### src/rtl/col_count7_pkg.sv
// Package: col_count7_pkg
// Shared sizes and types for the seven-input column counter.
// Assumes the split is fixed at three low bits and four high bits.
package col_count7_pkg;
    localparam int COL_IN   = 7;   // bits per column
    localparam int CNT_W    = 3;   // bits of a column count
    localparam int LO_W     = 3;   // low group width
    localparam int HI_W     = COL_IN - LO_W;   // high group width
    localparam int LO_CNT_W = 2;   // width of low group count (max 3)
    localparam int HI_CNT_W = 3;   // width of high group count (max 4)

    typedef logic [COL_IN-1:0]   col_bits_t;
    typedef logic [CNT_W-1:0]    col_cnt_t;
    typedef logic [LO_CNT_W-1:0] lo_cnt_t;
    typedef logic [HI_CNT_W-1:0] hi_cnt_t;
endpackage

### src/rtl/cc7_lo_fa.sv
// Module: cc7_lo_fa
// Counts the ones in a three-bit group with a single full adder.
// Output: {carry, sum}, a value from 0 to 3. Purely combinational.
module cc7_lo_fa
    import col_count7_pkg::*;
(
    input  logic [LO_W-1:0] grp_i,
    output lo_cnt_t         cnt_o
);
    // full adder: sum is the parity, carry is the majority
    always_comb begin
        cnt_o[0] = grp_i[0] ^ grp_i[1] ^ grp_i[2];
        cnt_o[1] = (grp_i[0] & grp_i[1]) | (grp_i[0] & grp_i[2]) | (grp_i[1] & grp_i[2]);
    end
endmodule

### src/rtl/cc7_hi_cnt4.sv
// Module: cc7_hi_cnt4
// Counts the ones in a four-bit group and gives a value from 0 to 4.
// Built from two half-adder pairs. The top bit can only be set when all
// four inputs are one, so the lower two bits are then zero. Combinational.
module cc7_hi_cnt4
    import col_count7_pkg::*;
(
    input  logic [HI_W-1:0] grp_i,
    output hi_cnt_t         cnt_o
);
    logic h_lo, c_lo, h_hi, c_hi, k_mid;

    // half adders on each pair of inputs
    always_comb begin
        h_lo = grp_i[0] ^ grp_i[1];
        c_lo = grp_i[0] & grp_i[1];
        h_hi = grp_i[2] ^ grp_i[3];
        c_hi = grp_i[2] & grp_i[3];
    end

    // combine the pair sums: units, twos, fours
    always_comb begin
        k_mid    = h_lo & h_hi;
        cnt_o[0] = h_lo ^ h_hi;
        cnt_o[1] = c_lo ^ c_hi ^ k_mid;
        cnt_o[2] = (c_lo & c_hi) | ((c_lo ^ c_hi) & k_mid);
    end
endmodule

### src/rtl/cc7_merge.sv
// Module: cc7_merge
// Adds the low group count (0..3) and the high group count (0..4).
// The carry into bit 2 uses lookahead: G1 | (P1 & G0).
// Assumes a sum no larger than 7, so no carry leaves bit 2.
module cc7_merge
    import col_count7_pkg::*;
(
    input  lo_cnt_t  a_i,
    input  hi_cnt_t  b_i,
    output col_cnt_t sum_o
);
    logic g0, p1, g1, c2;

    // generate / propagate terms of the two low positions
    always_comb begin
        g0 = a_i[0] & b_i[0];
        p1 = a_i[1] ^ b_i[1];
        g1 = a_i[1] & b_i[1];
        c2 = g1 | (p1 & g0);
    end

    // sum bits; b_i[2] and c2 are never both set
    always_comb begin
        sum_o[0] = a_i[0] ^ b_i[0];
        sum_o[1] = p1 ^ g0;
        sum_o[2] = b_i[2] ^ c2;
    end
endmodule

### src/rtl/cc7_core.sv
// Module: cc7_core
// One combinational seven-input counter: splits the column into bits 2..0
// and bits 6..3, counts each group and merges the partial counts.
module cc7_core
    import col_count7_pkg::*;
(
    input  col_bits_t bits_i,
    output col_cnt_t  cnt_o
);
    lo_cnt_t lo_cnt;
    hi_cnt_t hi_cnt;

    cc7_lo_fa u_lo (
        .grp_i (bits_i[LO_W-1:0]),
        .cnt_o (lo_cnt)
    );

    cc7_hi_cnt4 u_hi (
        .grp_i (bits_i[COL_IN-1:LO_W]),
        .cnt_o (hi_cnt)
    );

    cc7_merge u_mrg (
        .a_i   (lo_cnt),
        .b_i   (hi_cnt),
        .sum_o (cnt_o)
    );
endmodule

### src/rtl/col_count7.sv
// Module: col_count7
// Top: COLS independent seven-input counters side by side. Each count
// goes through one output register with a synchronous active-low reset.
// Assumes all bits of one column carry equal weight.
module col_count7
    import col_count7_pkg::*;
#(
    parameter int COLS = 2
) (
    input  logic                  clk,
    input  logic                  rst_n,
    input  logic [COLS*COL_IN-1:0] col_bits_i,
    output logic [COLS*CNT_W-1:0]  col_cnt_o
);
    localparam int OUT_W = COLS * CNT_W;

    logic [OUT_W-1:0] cnt_next;

    for (genvar k = 0; k < COLS; k++) begin : g_col
        cc7_core u_core (
            .bits_i (col_bits_i[k*COL_IN +: COL_IN]),
            .cnt_o  (cnt_next[k*CNT_W +: CNT_W])
        );
    end

    // output register, cleared by synchronous reset
    always_ff @(posedge clk) begin
        if (!rst_n) col_cnt_o <= '0;
        else        col_cnt_o <= cnt_next;
    end
endmodule

### config.mk
export PLATFORM = sky130hd
export DESIGN_NAME = col_count7
export DESIGN_NICKNAME = d
export VERILOG_FILES = /design/src/rtl/col_count7_pkg.sv /design/src/rtl/cc7_lo_fa.sv /design/src/rtl/cc7_hi_cnt4.sv /design/src/rtl/cc7_merge.sv /design/src/rtl/cc7_core.sv /design/src/rtl/col_count7.sv
export SDC_FILE = /design/constraint.sdc
export NUM_CORES = 1
export LEC_CHECK = 0
export BUFFER_PORTS_ARGS = -buffer_cell sky130_fd_sc_hd__buf_2
export CORE_MARGIN = 5
export CORE_UTILIZATION = 30
export CTS_CLUSTER_DIAMETER = 80
export CTS_CLUSTER_SIZE = 25
export DETAILED_ROUTE_END_ITERATION = 12
export HOLD_SLACK_MARGIN = 0.08
export SLEW_MARGIN = 20
export SYNTH_ARGS = -nofsm -noshare
export SYNTH_HDL_FRONTEND = slang
export SYNTH_SLANG_ARGS = --single-unit
### constraint.sdc
create_clock -name clk -period 2.54 [get_ports clk]
set_input_delay 0.381 -clock clk [delete_from_list [all_inputs] [get_ports clk]]
set_output_delay 0.381 -clock clk [all_outputs]
set_load 0.03 [all_outputs]
==> metrics.yaml, run 1 <==
global_route:
  grt_max_degree: 7
  antenna_found_initial: 0
  grt_first_pass_wirelength_mm: 1.16
  grt.total_usage_pct: 8.13
  grt_overflow_total: 0
  grt_pass1_vias: 289
run_status:
  outcome: "complete, no violations"
synthesis:
  synth.distinct_cells: 6
  synth_warnings: 0
  synth_seq_cells: 6
  syn_inst: 36
  syn_area_um2: 425
  ys_seq_area_share_pct: 28.2
  syn_nets: 66
  syn_area_per_cell_um2: 11.8
timing:
  fin_crit_ns: 1.99
  relSlewSlack_pct: 89.6
  totalNegativeSetupSlack_ns: 0
  hold_slack_ns: 0.407
  final-hold-violation-count: 0
  max_freq_mhz: 503
  rsz0062_at_grt: "no"
  period_share_pct: 78.3
  finalSetupViolCount: 0
  worstMarginPinSlew_ns: 0.158
  drv_slew: 0
cells_and_area:
  layout.nets: 92
  nFillCells: 130
  drive_above_1_share_pct: 40.0
  top_register: "col_cnt_o"
  syn_to_final_growth_pct: 34.4
  reg.largest.list: "col_cnt_o (6)"
  mostFrequentLayoutCell: "buf_2"
  antenna_cells: 0
  layout_common_cells: "21 x buf_2, 8 x inv_1, 8 x ha_1"
  largest_reg_flops: 6
detailed_routing:
  routed_wl_um: 687
  viasPerCell: 4.15
  via_count: 311
  drtIter0Drc: 4
  drcViolationCount: 0
  ant_nets: 0
  first_pass_iters: 2
  wl_per_cell_um: 9.16
critical_path:
  critical_path_class: "primary input to flip-flop"
  cp-start-kind: "primary input"
  worstPathRequired_ns: 2.67
  crit_chain: "buf_2 > ha_1 > ha_1 > inv_1 > fa_1 > inv_1 > fa_1 > xnor2_1 > and2_1"
  critPathMaxStageDelay_ns: 0.47
  critPathMaxFanout: 1
  arrival_ns: 2.12
  end_kind: "flip-flop"
  cpMaxStageDelayCell: "fa_1"
place:
  place.gp.congestion: 0.644
  portBuffers: 21
  hpwl_um: 649
floorplanning:
  die_y_um: 47.7
  rows: 13
  coreArea_mm2: 0.00132
  die-area_mm2: 0.00227
  ios: 22
  start_util_pct: 32.3
  die_x_um: 47.7
power_and_ir_drop:
  p_leak_nw: 0.305
  peakVddDrop_mv: 0.245
  power_density_mw_per_mm2: 618
  p_total_uw: 354
worst_hold_path:
  min_delay_worst_endpoint: "col_cnt_o[3]"
  hold_class: "primary input to flip-flop"
  worstHoldStart: "rst_n"
  worstHoldPathCells: 2
clock_network:
  cts_resized: 0
  cts_buffers: 3
  cts_tree: "built"
  clk_pin_slew_ns: 0.04
  numClockSinks: 6
  postCtsSetupBuffers: 0
  htreeDepth: 1
  clockBufferDepth: 2
  root_buffer: "clkbuf_4"
  holdBufCountCts: 0
run:
  cap_violations: 0
## metrics by stage
step	setup WS (ns)	area [um2]	std cells	utilization, %
after global routing	0.469	572	75	43.4
final	0.551	572	75	43.4
after global placement	0.301	549	72	41.7
after CTS	0.540	572	75	43.4
after floorplan	0.449	425	36	-
after detailed placement	0.287	549	72	41.7
## routing by layer
| metal | up-vias | share of wire [%] | global-route usage [%] |
|---|---|---|---|
| li1 | 157 | - | - |
| met1 | 142 | 40 | 9.82 |
| met2 | 12 | 47 | 9.89 |
| met3 | 0 | 13 | 6.39 |
| met4 | 0 | 0 | 4.84 |
| met5 | - | 0 | 0 |
## cells by family (layout without fill, tap and decap cells)
logic type | count (synthesis) | in the layout | share of synthesized area, %
flops | 6 | 6 | 28.2
buf+inv | 8 | 32 | 7.06
xor+xnor | 2 | 2 | 4.12
simple gates | 6 | 6 | 8.82
fa+ha+maj | 14 | 14 | 51.8
## critical path, delay by kind of cell
family | cells | cell delay (ns)
xor+xnor | 1 | 0.13
fa+ha+maj | 4 | 1.26
buf+inv | 3 | 0.19
simple gates | 1 | 0.14
## power breakdown
part / switching [mW] / internal [mW]
Clock: 0.0314 / 0.0532
Sequential: 0.00484 / 0.116
Combinational: 0.0871 / 0.0615
## how the worst max path moves through the flow
stage                         from            to  slack, ns  cells after the start
floorplan            col_bits_i[3]  col_cnt_o[2]       0.45                      8
global placement    col_bits_i[10]  col_cnt_o[5]       0.30                      9
detailed placement  col_bits_i[10]  col_cnt_o[5]       0.29                      9
CTS                 col_bits_i[10]  col_cnt_o[5]       0.54                      9
global route        col_bits_i[10]  col_cnt_o[5]       0.47                      9
finish              col_bits_i[10]  col_cnt_o[5]       0.55                      9
## cell usage after synthesis (all sizes together)
| master | number | area, um2 |
|---|---|---|
| dfxtp | 6 | 120 |
| and2 | 6 | 37.5 |
| inv | 8 | 30.0 |
| fa | 6 | 120 |
| ha | 8 | 100 |
| xnor2 | 2 | 17.5 |
## cell type report
| cell class | count | area, um2 | area share (%) |
|---|---|---|---|
| inverters | 8 | 30.0 | 5.25 |
| well taps | 15 | 18.8 | 3.28 |
| multi-input cells | 22 | 275 | 48.1 |
| flip-flops and latches | 6 | 120 | 21.0 |
| repair buffers | 21 | 105 | 18.4 |
| clock buffers | 3 | 22.5 | 3.94 |
No activity file was read; power rests on OpenSTA's default activity.
==> run 2: changes to the inputs <==
Clock period 2.54 ns to 1.63 ns, I/O delays scaled along.
==> run 2 against run 1 <==
Net effect:
- the run now ends with negative setup slack left
- clock power up 56%
- design area up 23%
- worst setup slack worse by 0.68 ns
- via count up 0.32%
- non-clock buffer count unchanged
- largest power group unchanged
==> metrics.yaml, run 2 (same netlist as run 1, synthesis figures left out) <==
cells_and_area:
  nFillCells: 114  # was 130
  antenna_cells: 0  # unchanged
  layout_common_cells: "13 x buf_2, 8 x buf_6, 6 x ha_4, 6 x dfxtp_1"  # was 21 x buf_2, 8 x inv_1, 8 x ha_1
  mostFrequentLayoutCell: "buf_2"  # unchanged
  drive_above_1_share_pct: 60.0  # was 40.0%
  largest_reg_flops: 6  # unchanged
  top_register: "col_cnt_o"  # unchanged
  stdcell_area_um2: 704  # was 572 um2
  reg.largest.list: "col_cnt_o (6)"  # unchanged
  syn_to_final_growth_pct: 65.6  # was 34.4%
  stdcell_count: 75  # unchanged
  layout.nets: 92  # unchanged
place:
  hpwl_um: 693  # was 649 um
  portBuffers: 21  # unchanged
  dp.cells: 72  # unchanged
  place.gp.congestion: 0.682  # was 0.644
  place_area_um2: 629  # was 549 um2
floorplanning:
  ios: 22  # unchanged
  die-area_mm2: 0.00227  # unchanged
  start_util_pct: 32.3  # unchanged
  die_y_um: 47.7  # unchanged
  die_x_um: 47.7  # unchanged
  coreArea_mm2: 0.00132  # unchanged
  rows: 13  # unchanged
timing:
  finalSetupViolCount: 4  # was 0
  worstMarginPinSlew_ns: 0.161  # was 0.158 ns
  relSlewSlack_pct: 89.3  # was 89.6%
  fin_crit_ns: 1.75
  rsz0062_at_grt: "yes"  # was no
  period_share_pct: 108
  totalNegativeSetupSlack_ns: -0.378  # was 0 ns
  final-hold-violation-count: 0  # unchanged
  drv_slew: 0  # unchanged
  max_freq_mhz: 570
  hold_slack_ns: 0.266  # was 0.407 ns
  setup_slack_ns: -0.124  # was 0.551 ns
power_and_ir_drop:
  peakVddDrop_mv: 0.640  # was 0.245 mV
  p_leak_nw: 0.319  # was 0.305 nW
  p_total_uw: 603  # was 354 uW
  power_density_mw_per_mm2: 856  # was 618 mW/mm2
run:
  cap_violations: 0  # unchanged
detailed_routing:
  viasPerCell: 4.16  # was 4.15
  ant_nets: 0  # unchanged
  via_count: 312  # was 311
  drcViolationCount: 0  # unchanged
  wl_per_cell_um: 9.57  # was 9.16 um
  routed_wl_um: 718  # was 687 um
  drtIter0Drc: 0  # was 4
  first_pass_iters: 1  # was 2
global_route:
  grt_overflow_total: 0  # unchanged
  grt.total_usage_pct: 7.44  # was 8.13%
  grt_pass1_vias: 304  # was 289
  grt_max_degree: 7  # unchanged
  antenna_found_initial: 0  # unchanged
  grt_first_pass_wirelength_mm: 1.13  # was 1.16 mm
clock_network:
  cts_buffers: 3  # unchanged
  htreeDepth: 1  # unchanged
  numClockSinks: 6  # unchanged
  clk_pin_slew_ns: 0.04  # about the same
  cts_tree: "built"  # unchanged
  clockBufferDepth: 2  # unchanged
  postCtsSetupBuffers: 0  # unchanged
  holdBufCountCts: 0  # unchanged
  root_buffer: "clkbuf_4"  # unchanged
worst_hold_path:
  hold_class: "primary input to flip-flop"  # unchanged
  worstHoldPathCells: 2  # unchanged
critical_path:
  worstPathRequired_ns: 1.76  # was 2.67 ns
  cp-start-kind: "primary input"  # unchanged
  arrival_ns: 1.89  # was 2.12 ns
  end_kind: "flip-flop"  # unchanged
  critical_path_class: "primary input to flip-flop"  # unchanged
  critPathMaxFanout: 1  # unchanged
run_status:
  outcome: "finished with violations"  # was complete, no violations
  violations: "negative setup slack"
==> run 2: power breakdown <==
part	total [mW]	switching, mW	internal (mW)
Clock	0.132	0.0487	0.0829
Sequential	0.185	0.00553	0.180
Combinational	0.286	0.152	0.134
==> run 2: what timing repair did <==
| action | CTS | global route |
|---|---|---|
| pin swaps | 1 | 8 |
| setup endpoints to repair | 4 | 4 |
| gates resized for setup | 5 | 5 |
==> run 2: through the flow <==
step	setup WS (ns)	util, %
after floorplan	-0.222	-
after global placement	-0.383	47.8
after detailed placement	-0.408	47.8
after CTS	-0.131	51.9
after global routing	-0.163	53.5
final	-0.124	53.5
==> run 2: critical path, cell delays in order <==
cell and delay (ns):
buf_6 0.09, ha_4 0.26, ha_4 0.12, inv_2 0.03, fa_1 0.49, inv_2 0.04
fa_2 0.34, xnor2_1 0.12, and2_1 0.14
==> run 2: metal layers <==
metal  wire (um)  vias up  track usage, %
met4           0        0            1.61
met5           0        -               0
met2         353       18            13.4
li1            -      156               -
met1         242      138            7.78
met3         122        0            3.76
==> run 2: cell type report <==
| class | count | area (um2) | share of cell area, % |
|---|---|---|---|
| Multi-Input combinational cell | 22 | 358 | 50.8 |
| Timing Repair Buffer | 21 | 155 | 22.0 |
| Sequential cell | 6 | 120 | 17.1 |
| Inverter | 8 | 30.0 | 4.26 |
| Clock buffer | 3 | 22.5 | 3.20 |
| Tap cell | 15 | 18.8 | 2.66 |
==> run 2: worst paths after layout <==
path	endpoint	slack, ns	start
max	col_cnt_o[2]	-0.12	col_bits_i[6]
min	col_cnt_o[2]	0.27	rst_n
==> run 3: changes to the inputs <==
Settings changed: TNS_END_PERCENT from default to 10.
==> run 3 against run 2 <==
Net effect:
- the flow still finishes with violations (negative setup slack)
- sequential share of layout area rose by 0.53 points
- wire length is 3.1% lower
- design area decreased by 3.0%
- via count increased by 0.32%
- sequential power about the same
- critical path depth did not move
==> metrics.yaml, run 3 (same netlist as run 1, synthesis figures left out) <==
run_status:
  outcome: "finished with violations"  # unchanged
  violations: "negative setup slack"  # unchanged
cells_and_area:
  top_register: "col_cnt_o"  # unchanged
  layout_common_cells: "16 x buf_2, 6 x and2_1, 6 x ha_4, 6 x dfxtp_1"  # was 13 x buf_2, 8 x buf_6, 6 x ha_4, 6 x dfxtp_1
  largest_reg_flops: 6  # unchanged
  reg.largest.list: "col_cnt_o (6)"  # unchanged
  stdcell_area_um2: 683  # was 704 um2
  mostFrequentLayoutCell: "buf_2"  # unchanged
  seqCellArea_um2: 120  # unchanged
  multi_input_area_um2: 355  # was 358 um2
  syn_to_final_growth_pct: 60.6  # was 65.6%
  drive_above_1_share_pct: 58.3  # was 60.0%
  layout.nets: 92  # unchanged
  antenna_cells: 0  # unchanged
  nFillCells: 117  # was 114
timing:
  drv_slew: 0  # unchanged
  setup_slack_ns: -0.115  # was -0.124 ns
  max_freq_mhz: 573  # was 570 MHz
  rsz0062_at_grt: "yes"  # unchanged
  period_share_pct: 107  # was 108%
  relSlewSlack_pct: 89.5  # was 89.3%
  worstMarginPinSlew_ns: 0.159  # was 0.161 ns
  final-hold-violation-count: 0  # unchanged
  hold_slack_ns: 0.259  # was 0.266 ns
  fin_crit_ns: 1.74  # was 1.75 ns
  finalSetupViolCount: 4  # unchanged
  totalNegativeSetupSlack_ns: -0.390  # was -0.378 ns
clock_network:
  postCtsSetupBuffers: 0  # unchanged
  htreeDepth: 1  # unchanged
  cts_tree: "built"  # unchanged
  root_buffer: "clkbuf_4"  # unchanged
  cts_buffers: 3  # unchanged
  numClockSinks: 6  # unchanged
  clk_pin_slew_ns: 0.04  # about the same
  clockBufferDepth: 2  # unchanged
critical_path:
  end_kind: "flip-flop"  # unchanged
  cp-start-kind: "primary input"  # unchanged
  worstPathRequired_ns: 1.76  # about the same
  arrival_ns: 1.88  # was 1.89 ns
  critPathMaxFanout: 1  # unchanged
  critical_path_class: "primary input to flip-flop"  # unchanged
detailed_routing:
  drtIter0Drc: 3  # was 0
  ant_nets: 0  # unchanged
  first_pass_iters: 3  # was 1
  drcViolationCount: 0  # unchanged
  viasPerCell: 4.17  # was 4.16
  routed_wl_um: 696  # was 718 um
  wl_per_cell_um: 9.28  # was 9.57 um
  via_count: 313  # was 312
power_and_ir_drop:
  peakVddDrop_mv: 0.549  # was 0.640 mV
  power_density_mw_per_mm2: 865  # was 856 mW/mm2
  p_leak_nw: 0.311  # was 0.319 nW
floorplanning:
  die_y_um: 47.7  # unchanged
  die_x_um: 47.7  # unchanged
  start_util_pct: 32.3  # unchanged
  die-area_mm2: 0.00227  # unchanged
  coreArea_mm2: 0.00132  # unchanged
  ios: 22  # unchanged
  rows: 13  # unchanged
place:
  place.gp.congestion: 0.685  # was 0.682
  place_area_um2: 629  # unchanged
  hpwl_um: 675  # was 693 um
  portBuffers: 21  # unchanged
global_route:
  grt_pass1_vias: 338  # was 304
  grt_overflow_total: 0  # unchanged
  grt_first_pass_wirelength_mm: 1.17  # was 1.13 mm
  antenna_found_initial: 0  # unchanged
  grt_max_degree: 7  # unchanged
  grt.total_usage_pct: 7.83  # was 7.44%
worst_hold_path:
  hold_class: "primary input to flip-flop"  # unchanged
run:
  cap_violations: 0  # unchanged
[run 3: path summary, 6_finish.rpt]
path	cells past startpoint	to	from	slack, ns
max	9	col_cnt_o[5]	col_bits_i[10]	-0.11
min	2	col_cnt_o[4]	rst_n	0.26
[run 3: stage by stage]
step / worst slack (ns) / std cells / power, mW / utilization (%)
3_3_place_gp: -0.383 / 72 / 0.462 / 47.8
6_report: -0.115 / 75 / 0.591 / 51.9
3_5_place_dp: -0.397 / 72 / 0.465 / 47.8
4_1_cts: -0.119 / 75 / 0.611 / 51.9
5_1_grt: -0.159 / 75 / 0.653 / 51.9
2_1_floorplan: -0.222 / 36 / 0.380 / -
[run 3: what timing repair did]
action | CTS | global route
resized for setup | 6 | 0
hold buffers | 0 | 0
setup endpoints to repair | 4 | 4
endpoints found under the hold margin | 0 | 0
pin swaps | 9 | 0
[run 3: worst max-delay path, cell delays in order]
cell,delay (ns)
buf_6,0.09
ha_4,0.26
ha_4,0.12
inv_2,0.03
fa_1,0.49
inv_2,0.04
fa_2,0.35
xnor2_1,0.12
and2_1,0.12
[run 3: power by group]
group,internal [mW],switching [mW]
sequential,0.180,0.00501
clock,0.0829,0.0477
combinational,0.125,0.150
total,0.388,0.203
[run 3: layout make-up]
cell class	instances	share of cell area (%)
multi-input combinational	22	52.0
timing repair buffer	21	20.0
tap	15	2.75
sequential	6	17.6
clock buffer	3	3.30
inverter	8	4.40
[run 3: metal layers]
metal  track usage, %  vias up  wire length [um]
met5                0        -                 0
met4             4.84        0                 0
met3             3.76        0               113
met2             14.4       18               368
met1             6.64      138               214
li1                 -      157                 -
